$ cat src/rtl/uop_dispatch_pkg.sv
package uop_dispatch_pkg;

  // Stall cause reported on a refused offer; order of checks is retire, regfile, next.
  typedef enum logic [1:0] {
    STALL_NONE    = 2'b00,
    STALL_RETIRE  = 2'b01,
    STALL_REGFILE = 2'b10
  } stall_e;

endpackage

$ cat src/rtl/dispatch_budget.sv
// Slot budget and carry-over state. The register values describe the state
// after the start-of-cycle charge of any carried instruction.
module dispatch_budget #(
  parameter int W     = 4,
  parameter int UOP_W = 4,
  parameter int ID_W  = 8,
  parameter int SW    = $clog2(W + 1)
) (
  input  logic             clk,
  input  logic             rst_n,
  input  logic             acc,
  input  logic [UOP_W-1:0] acc_eff,
  input  logic [ID_W-1:0]  acc_id,
  output logic [SW-1:0]    avail,
  output logic             carry_pend,
  output logic             part_valid,
  output logic [SW-1:0]    part_uops,
  output logic [ID_W-1:0]  part_id
);

  localparam logic [UOP_W-1:0] W_U  = UOP_W'(W);
  localparam logic [SW-1:0]    W_S  = SW'(W);

  logic [UOP_W-1:0] carry_q, carry_d;
  logic [SW-1:0]    avail_q, avail_d;
  logic             pv_q, pv_d;
  logic [SW-1:0]    pu_q, pu_d;
  logic [ID_W-1:0]  pid_q, pid_d;
  logic [ID_W-1:0]  held_q, held_d;
  logic             held_en;

  logic             oversized;
  logic [UOP_W-1:0] carry_mid;
  logic [UOP_W-1:0] consumed;

  // Next-state: apply this cycle's acceptance, then the next cycle's charge.
  always_comb begin
    oversized = acc && (acc_eff > W_U);
    carry_mid = oversized ? (acc_eff - W_U) : carry_q;
    consumed  = (carry_mid >= W_U) ? W_U : carry_mid;
    carry_d   = carry_mid - consumed;
    avail_d   = W_S - SW'(consumed);
    pv_d      = (carry_mid != '0);
    pu_d      = SW'(consumed);
    pid_d     = oversized ? acc_id : held_q;
    held_en   = oversized || (carry_q != '0);
    held_d    = (carry_d != '0) ? pid_d : '0;
  end

  always_ff @(posedge clk or negedge rst_n) begin
    if (!rst_n) begin
      carry_q <= '0;
      avail_q <= W_S;
      pv_q    <= 1'b0;
      pu_q    <= '0;
      pid_q   <= '0;
    end else begin
      carry_q <= carry_d;
      avail_q <= avail_d;
      pv_q    <= pv_d;
      pu_q    <= pu_d;
      pid_q   <= pv_d ? pid_d : '0;
    end
  end

  always_ff @(posedge clk or negedge rst_n) begin
    if (!rst_n) begin
      held_q <= '0;
    end else if (held_en) begin
      held_q <= held_d;
    end
  end

  assign avail      = avail_q;
  assign carry_pend = (carry_q != '0);
  assign part_valid = pv_q;
  assign part_uops  = pu_q;
  assign part_id    = pid_q;

endmodule

$ cat src/rtl/dispatch_arbiter.sv
// Combinational admission decision and stall cause for the offered instruction.
module dispatch_arbiter
  import uop_dispatch_pkg::*;
#(
  parameter int W     = 4,
  parameter int UOP_W = 4,
  parameter int ROB_W = 5,
  parameter int SW    = $clog2(W + 1)
) (
  input  logic             in_valid,
  input  logic [UOP_W-1:0] in_uops,
  input  logic [ROB_W-1:0] rob_free,
  input  logic             rf_ok,
  input  logic             next_rdy,
  input  logic [SW-1:0]    avail,
  input  logic             carry_pend,
  output logic [UOP_W-1:0] eff,
  output logic [SW-1:0]    need,
  output logic             ready,
  output stall_e           stall
);

  localparam int CW = (ROB_W > UOP_W) ? ROB_W : UOP_W;
  localparam logic [UOP_W-1:0] W_U = UOP_W'(W);

  logic slots_ok, over_ok, rob_ok, gate_ok;

  always_comb begin
    eff      = (in_uops == '0) ? UOP_W'(1) : in_uops;
    need     = (eff > W_U) ? SW'(W) : SW'(eff);
    slots_ok = (need <= avail);
    over_ok  = !((eff > W_U) && carry_pend);
    gate_ok  = slots_ok && over_ok;
    rob_ok   = (CW'(rob_free) >= CW'(eff));
    ready    = gate_ok && rob_ok && rf_ok && next_rdy;
    stall    = STALL_NONE;
    if (in_valid && gate_ok) begin
      if (!rob_ok)     stall = STALL_RETIRE;
      else if (!rf_ok) stall = STALL_REGFILE;
    end
  end

endmodule

$ cat src/rtl/uop_dispatch_gate.sv
module uop_dispatch_gate
  import uop_dispatch_pkg::*;
#(
  parameter int W     = 4,
  parameter int UOP_W = 4,
  parameter int ID_W  = 8,
  parameter int ROB_W = 5,
  parameter int SW    = $clog2(W + 1)
) (
  input  logic             clk,
  input  logic             rst_n,
  input  logic             in_valid,
  input  logic [UOP_W-1:0] in_uops,
  input  logic [ID_W-1:0]  in_id,
  input  logic             in_dep_break,
  input  logic [ROB_W-1:0] rob_free,
  input  logic             rf_ok,
  input  logic             next_rdy,
  output logic             in_ready,
  output logic [1:0]       stall_code,
  output logic             fwd_valid,
  output logic [ID_W-1:0]  fwd_id,
  output logic             dep_upd_req,
  output logic [UOP_W-1:0] rob_rsv_count,
  output logic [SW-1:0]    disp_evt_uops,
  output logic             part_evt_valid,
  output logic [SW-1:0]    part_evt_uops,
  output logic [ID_W-1:0]  part_evt_id,
  output logic [SW-1:0]    avail_slots,
  output logic             carry_pending
);

  logic [UOP_W-1:0] eff;
  logic [SW-1:0]    need;
  logic [SW-1:0]    avail;
  logic             carry_pend;
  logic             ready;
  logic             acc;
  stall_e           stall;

  dispatch_arbiter #(.W(W), .UOP_W(UOP_W), .ROB_W(ROB_W), .SW(SW)) u_arb (
    .in_valid   (in_valid),
    .in_uops    (in_uops),
    .rob_free   (rob_free),
    .rf_ok      (rf_ok),
    .next_rdy   (next_rdy),
    .avail      (avail),
    .carry_pend (carry_pend),
    .eff        (eff),
    .need       (need),
    .ready      (ready),
    .stall      (stall)
  );

  assign acc = in_valid && ready;

  dispatch_budget #(.W(W), .UOP_W(UOP_W), .ID_W(ID_W), .SW(SW)) u_bud (
    .clk        (clk),
    .rst_n      (rst_n),
    .acc        (acc),
    .acc_eff    (eff),
    .acc_id     (in_id),
    .avail      (avail),
    .carry_pend (carry_pend),
    .part_valid (part_evt_valid),
    .part_uops  (part_evt_uops),
    .part_id    (part_evt_id)
  );

  always_comb begin
    in_ready      = ready;
    stall_code    = stall;
    fwd_valid     = acc;
    fwd_id        = acc ? in_id : '0;
    dep_upd_req   = acc && !in_dep_break;
    rob_rsv_count = acc ? eff : '0;
    disp_evt_uops = acc ? need : '0;
    avail_slots   = avail;
    carry_pending = carry_pend;
  end

endmodule

$ cat config.mk
export PLATFORM = sky130hd
export DESIGN_NAME = uop_dispatch_gate
export DESIGN_NICKNAME = d
export VERILOG_FILES = /design/src/rtl/uop_dispatch_pkg.sv /design/src/rtl/dispatch_budget.sv /design/src/rtl/dispatch_arbiter.sv /design/src/rtl/uop_dispatch_gate.sv
export SDC_FILE = /design/constraint.sdc
export NUM_CORES = 1
export LEC_CHECK = 0
export BUFFER_PORTS_ARGS = -buffer_cell sky130_fd_sc_hd__buf_4
export CORE_ASPECT_RATIO = 1.1
export CORE_MARGIN = 5
export CORE_UTILIZATION = 52
export DETAILED_ROUTE_END_ITERATION = 12
export HOLD_SLACK_MARGIN = 0.05
export PLACE_DENSITY = 0.9
export SYNTH_ARGS = -nofsm -noshare
export SYNTH_HDL_FRONTEND = slang
export SYNTH_SLANG_ARGS = --single-unit
$ cat constraint.sdc
create_clock -name clk -period 5.25 [get_ports clk]
set_input_delay 0.7875 -clock clk [delete_from_list [all_inputs] [get_ports clk]]
set_output_delay 0.7875 -clock clk [all_outputs]
set_load 0.01 [all_outputs]
# == Word-level counts from Yosys, hierarchy flattened ==
# Cells that the tools add are included.
# totals
input_bits,23
out_inout_bits,36
register_bits,27
# classes
magnitude_cmp,4
addsub,3
muxes,13
n_reduce_logical,16
# ops
cell,n
2-to-1 mux 8 bit,4
2-to-1 mux 4 bit,4
nonzero test 4 bit,3
logical AND 1 bit,9
2-to-1 mux 2 bit,3
2-to-1 mux 3 bit,2
greater-or-equal comparator 5 x 4 -> 1 bit,1
greater-or-equal comparator 4 x 3 -> 1 bit (second input constant),1
greater-than comparator 4 x 3 -> 1 bit (second input constant),1
logical NOT 4 bit,1
subtractor 4 x 3 -> 4 bit (second input constant),1
subtractor 4 bit,1
less-or-equal comparator 3 bit,1
subtractor 3 bit (first input constant),1
logical NOT 1 bit,2
logical OR 1 bit,1

# == Depth between registers and ports, before layout ==
# Gate-level depths: netlist (run 1).
# logic_depth
ltp_word,17
ltp_mapped,13

# == Modules after synthesis ==
# From an unflattened synthesis (run 1), not the netlist that was laid out.
# unflattened
cells_unflattened,182
area_unflattened_um2,1705.4
# modules_own_cells
mod,n_inst,area_per_inst_um2,cells_per_inst
dispatch_budget,1,1278.7,122
dispatch_arbiter,1,289.0,41
uop_dispatch_gate,1,137.6,19

# == Worst setup path before layout (run 1) ==
# OpenSTA, ideal clock, no wires.
# synth_timing
path_type,input to output
from,in in_uops[3]
to,out fwd_id[0]
setup_slack_ns,1.404
required_time_ns,4.463
cell_stages,13
arrival_time_ns,3.059
path_cell_list,inv_1 > ha_1 > or3b_1 > nand2_1 > nand2_1 > ha_1 > nand3_1 > o21ai_0 > o221ai_1 > or3_1 > buf_2 > inv_2 > and2_1
# synth_between
elab_chain_len,11
elab_cells_between_ends,14
classes_between,3 x order compare; 3 x mux; 8 x reduce/logical
# synth_rtl
item,line,text
"start, declared",uop_dispatch_gate.sv:13,"input logic [UOP_W-1:0] in_uops,"
logical NOT 4 bit,dispatch_arbiter.sv:29,eff = (in_uops == '0) ? UOP_W'(1) : in_uops;
2-to-1 mux 4 bit *,dispatch_arbiter.sv:29,
greater-than comparator 4 x 3 -> 1 bit,"dispatch_arbiter.sv:30, dispatch_arbiter.sv:32",
2-to-1 mux 3 bit or logical AND 1 bit (tied branches),"dispatch_arbiter.sv:30, dispatch_arbiter.sv:32",
less-or-equal comparator 3 bit or logical NOT 1 bit (tied branches),"dispatch_arbiter.sv:31, dispatch_arbiter.sv:32",
logical AND 1 bit,dispatch_arbiter.sv:33,gate_ok = slots_ok && over_ok;
logical AND 1 bit * (3 in a row),dispatch_arbiter.sv:35,ready = gate_ok && rob_ok && rf_ok && next_rdy;
logical AND 1 bit *,uop_dispatch_gate.sv:55,assign acc = in_valid && ready;
net fwd_valid,uop_dispatch_gate.sv:21,"output logic fwd_valid,"
2-to-1 mux 8 bit *,uop_dispatch_gate.sv:74,fwd_id = acc ? in_id : '0;
"end, declared",uop_dispatch_gate.sv:22,"output logic [ID_W-1:0] fwd_id,"
# The timed path passes the listed nets; every way through them passes the cells marked *.

# == Worst setup path after layout (run 1) ==
# layout_timing
from,in in_uops[3]
to,out fwd_id[7]
# layout_between
elab_chain_len,11
elab_cells_between_ends,14
classes_between,3 x order compare; 3 x mux; 8 x reduce/logical
# layout_rtl
item,line
logical NOT 4 bit,dispatch_arbiter.sv:29
2-to-1 mux 4 bit *,dispatch_arbiter.sv:29
greater-than comparator 4 x 3 -> 1 bit,"dispatch_arbiter.sv:30, dispatch_arbiter.sv:32"
2-to-1 mux 3 bit or logical AND 1 bit (tied branches),"dispatch_arbiter.sv:30, dispatch_arbiter.sv:32"
less-or-equal comparator 3 bit or logical NOT 1 bit (tied branches),"dispatch_arbiter.sv:31, dispatch_arbiter.sv:32"
logical AND 1 bit,dispatch_arbiter.sv:33
logical AND 1 bit * (3 in a row),dispatch_arbiter.sv:35
logical AND 1 bit *,uop_dispatch_gate.sv:55
2-to-1 mux 8 bit *,uop_dispatch_gate.sv:74
# Mark *: on every way between the ends. The rest lies on a longest branch, timed or not.

==> run metrics, run 1 <==
final hold slack 0.341 ns; post-synth top area share 0.398; largest net degree at the start of global routing 27; Synth Cell Area 1570 um2; crit share post-route 0.835; WL final 3990 um; Die Area 4220 um2; Slew Limit Headroom 0.474; Clock Tree Root clkbuf_4; #FFs+latches synth 26; Worst-Skew Late Latency 0.32 ns; critical path, cell by cell buf_4 -> inv_1 -> ha_1 -> or3b_1 -> nand2_1 -> nand2_1 -> ha_1 -> nand3_1 -> o21ai_0 -> o221ai_1 -> or3_1 -> inv_2 -> and2_1 -> buf_4; FF+latch area 652 um2; DR vias 1,483; Fin. Hold Viols 0; I/O pins 59; clk_skew 0.0122 ns; DR WL/cell 15.7 um; Pre-antenna DRT Iters 5; multi-input combinational cell area 822 um2; number of synthesized flops with an enable pin 0; H-tree levels 1; Vias per Instance 5.84; maximum root-to-sink buffer count 2; CTS tree built; Tot GR Track Use 0.196; Setup WS post-layout 0.866 ns; worst hold path class in2async; CTS Hold Bufs 0; synth top area cells dfrtp_1 (40%), ha_1 (8.8%), a32o_1 (5.1%); fin. max-slew vios 0; P per Cell Area 253 nW/um2; post-cts resize count 0; Yosys top cell by area dfrtp_1; Mapped Nets 197; initial antenna violation count 0; Crit. End Element primary output; crit start category input port; status completed; CP Class in2out; Final setup viols 0; sequential area share after synthesis 0.415; DRC Markers 0; Max VDD drop 0.240 mV; Starting DRT DRC Count 109; Num CTS Buffers 3; fmax 228 MHz; Fill cells 234; grt ovf 0; Slew @ Worst Pin 0.789 ns; top post-synthesis cells by count dfrtp_1 (25), nand2_1 (20), nor2_1 (17); Rows 21; core area 2970 um2; CP top delay family simple AND/OR/NAND/NOR gates; WP buf/inv 4; most common flop cell mapped by yosys dfrtp_1; die height 67.6 um; NumNets Final 255; area delta synth->final 30.8%; maximum fanout along the worst path 9; Pwr Total 0.000519 W; first-pass GRT wire length 6820 um; Critical Path AT 3.60 ns; dpl ws 0.913 ns; most common cell in the synthesized netlist dfrtp_1; max incr delay on CP 0.48 ns; Post-synth ARST share 1.00; Setup TNS 0 ns; Worst path slowest cell or3_1; clk sink count 26; clock slew at reported path FFs 0.14 ns; Initial Util 0.529; DP HPWL 3130 um; Pleak 1.07 nW; DRT antenna net count 0; post-CTS setup buffer count 0; GPL Wtd Cong 0.901; synth warn 0; share of layout cells above drive strength 1 0.305; Post-Syn Instances 163; vias in the first global route 1,476; Tmin final 4.38 ns; CP required 4.46 ns; RR Startpoint u_bud.avail[2]; # diodes 0; synth unique cells 43; IO buf count 58; die width 62.4 um; max_cap viols 0; unrepaired setup endpoints after global routing no; syn avg cell area 9.63 um2; Critical path origin in_uops[3]
[state kept, by name, summed over array words and instances (netlist names)]
name	count
u_bud.held_q	8
u_bud.part_id	8
u_bud.carry_q	4
u_bud.avail	3
u_bud.part_uops	2
u_bud.part_valid	1
[cell type report]
type                            instances  area share
Tap cell                               34      0.0207
Clock inverter                          1      0.0146
Timing Repair Buffer                   58       0.212
Sequential cell                        26       0.317
Inverter                               13      0.0238
Clock buffer                            3      0.0110
Multi-Input combinational cell        119       0.400
[cells in the final DEF, fill, tap and decap left out, drive strengths merged, types with 2 or more instances in the layout]
cell	instances
a21o	2
a21oi	3
a31oi	2
a32o	8
a41oi	3
and2	9
buf	58
clkbuf	3
dfrtp	25
ha	11
inv	13
mux2i	8
nand2	20
nand3	4
nor2	17
nor3	4
nor4	2
o21ai	4
or2	4
xnor2	2
[metal layers]
layer / vias to the layer above / track usage / routed length (um)
met5: - / 0 / 0
met3: 9 / 0.0433 / 368
li1: 692 / - / -
met4: 0 / 0.0716 / 46
met2: 80 / 0.338 / 2000
met1: 702 / 0.243 / 1570
[through the flow]
| step | std cells | area (um2) | utilization |
|---|---|---|---|
| after global placement | 250 | 2000 | 0.674 |
| after CTS | 254 | 2050 | 0.692 |
| after global routing | 254 | 2050 | 0.692 |
| final | 254 | 2050 | 0.692 |
| after detailed placement | 250 | 2000 | 0.674 |
| after floorplan | 163 | 1570 | - |
[path summary, 6_finish.rpt]
kind                                     to  slack (ns)  cells past startpoint
setup / recovery                  fwd_id[7]        0.87                     14
min in group clk           u_bud.part_id[4]        0.52                      1
hold reg to reg            u_bud.part_id[4]        0.52                      1
setup reg to reg           u_bud.part_id[3]        2.73                      6
hold / removal              u_bud.held_q[1]        0.34                      1
max in group asynchronous    u_bud.avail[2]        4.60                      1
[power by group]
part	switching [W]	leakage [nW]	internal, W
sequential	0.0000202	0.346	0.000236
clock	0.0000561	0.0279	0.0000772
combinational	0.0000703	0.696	0.0000597
[cells by family after synthesis]
family / share of synthesized area
adder cells (fa/ha/maj): 0.0876
flip-flops: 0.415
buffers and inverters: 0.0613
XOR/XNOR: 0.0167
AO/OA/AOI/OAI: 0.154
AND/OR/NAND/NOR: 0.214
multiplexers: 0.0510
Note: power is estimated with default switching activity, not from simulation.
==> run 2, diff against run 1 <==
Settings changed: CORE_UTILIZATION 52 to 44, PLACE_DENSITY 0.9 to 0.82.
Clock period 5.25 ns to 3.7 ns, I/O delays scaled along.
==> run metrics, run 2 (synthesis gave the netlist of run 1 again) <==
RR Startpoint u_bud.avail[2]; placed insts 269 (+7.6%); fin. max-slew vios 0 (unchanged); initial antenna violation count 0 (unchanged); H-tree levels 1 (unchanged); DRC Markers 0 (unchanged); Tmin final 3.60 ns; Setup TNS 0 ns (unchanged); DP HPWL 3060 um (-2.1%); final cell count without fillers 273 (+7.5%); Max VDD drop 0.266 mV (+11%); DR WL/cell 14.1 um (-10%); Critical Path AT 3.04 ns (-0.56 ns); IO buf count 58 (unchanged); maximum fanout along the worst path 7 (-2); most frequent cells in the layout buf_4 (63), dfrtp_1 (25), nand2_1 (19); vias in the first global route 1,399 (-5.2%); clk sink count 26 (unchanged); core area 3390 um2 (+14%); WL final 3860 um (-3.3%); CP required 3.14 ns (-1.32 ns); multi-input combinational cell area 850 um2 (+3.3%); Initial Util 0.464 (-0.0651); GPL Wtd Cong 0.901 (about the same); DP Area 2060 um2 (+2.8%); Vias per Instance 5.27 (-9.8%); Fin. Hold Viols 0 (unchanged); Slew Limit Headroom 0.600 (+0.126); max_cap viols 0 (unchanged); die height 72.7 um (+7.4%); Crit. End Element primary output; worst hold path class in2async; DR vias 1,438 (-3.0%); status completed; Starting DRT DRC Count 69 (-37%); grt ovf 0 (unchanged); clk_skew 0.0103 ns (-0.00194 ns); commonest non-fill, non-tap cell in the layout buf_4; share of layout cells above drive strength 1 0.342 (+0.0377); Pre-antenna DRT Iters 4 (-1); final instance area 2110 um2 (+2.7%); Tot GR Track Use 0.168 (-0.0284); maximum root-to-sink buffer count 2 (unchanged); unrepaired setup endpoints after global routing no; worst r2r path cells 10 (+4); Final setup viols 0 (unchanged); Rows 22 (+4.8%); # diodes 0 (unchanged); die width 67.0 um (+7.3%); NumNets Final 260 (+2.0%); crit share post-route 0.973; P per Cell Area 322 nW/um2 (+27%); CTS tree built; Worst-Skew Late Latency 0.32 ns (about the same); Slew @ Worst Pin 0.600 ns (-0.188 ns); FF+latch area 652 um2 (unchanged); r2r endpoint u_bud.avail[2]; Die Area 4860 um2 (+15%); fmax 278 MHz; first-pass GRT wire length 6390 um (-6.4%); Clock Tree Root clkbuf_4; CP Class in2out; DRT antenna net count 0 (unchanged); clock slew at reported path FFs 0.13 ns (about the same); I/O pins 59 (unchanged); area delta synth->final 34.3%; largest net degree at the start of global routing 27 (unchanged); Fill cells 310 (+32%); crit start category input port; R2R setup slack 1.31 ns (-1.42 ns); Pleak 1.08 nW (+1.3%); Num CTS Buffers 3 (unchanged)
## run 2: critical path, cell delays in order
cell	delay (ns)
buf_4	0.14
inv_1	0.11
ha_4	0.16
or3b_4	0.40
nand2_2	0.11
nand2_1	0.08
ha_1	0.28
nand3_1	0.07
o21ai_0	0.12
o221ai_1	0.21
or3_4	0.38
buf_4	0.17
nor2_1	0.12
buf_4	0.15
## run 2: per-stage QoR
| stage | setup WS [ns] | power (W) | util | hold slack, ns |
|---|---|---|---|---|
| 2_1_floorplan | 0.319 | 0.000473 | - | 0.259 |
| 3_3_place_gp | 0.165 | 0.000548 | 0.607 | 0.473 |
| 3_5_place_dp | 0.0471 | 0.000558 | 0.607 | 0.476 |
| 4_1_cts | 0.0463 | 0.000677 | 0.615 | 0.117 |
| 5_1_grt | 0.0215 | 0.000731 | 0.623 | 0.116 |
| 6_report | 0.100 | 0.000679 | 0.623 | 0.112 |
## run 2: metal layers
| metal | track usage | share of wire |
|---|---|---|
| met5 | 0 | 0 |
| met4 | 0.0541 | 0.018 |
| met3 | 0.0354 | 0.050 |
| met2 | 0.278 | 0.51 |
| met1 | 0.218 | 0.42 |
## run 2: report_power, final
group          internal (W)  total (W)  switching (W)
sequential         0.000335   0.000363      0.0000287
combinational     0.0000933   0.000195       0.000102
clock             0.0000422   0.000121      0.0000785
total              0.000470   0.000679       0.000209
## run 2: area by class of cell
class,count,area share
well taps,48,0.0285
inverters,13,0.0231
flip-flops and latches,26,0.309
clock buffers,4,0.0125
multi-input cells,119,0.403
repair buffers,63,0.224
## run 2: worst max-delay path by stage
stage / start / depth (start not counted) / slack, ns / endpoint
2_1_floorplan: in_uops[3] / 13 / 0.32 / fwd_id[0]
3_3_place_gp: in_uops[2] / 14 / 0.16 / fwd_id[0]
3_5_place_dp: in_uops[2] / 14 / 0.05 / fwd_id[2]
4_1_cts: in_uops[2] / 14 / 0.05 / fwd_id[2]
5_1_grt: in_uops[2] / 14 / 0.02 / rob_rsv_count[0]
6_report: in_uops[2] / 14 / 0.10 / rob_rsv_count[2]
## run 2: timing repair
item,4_1_cts,5_1_grt
hold buffers,0,0
setup buffers,0,0
resized for setup,0,7
setup endpoints to repair,0,17
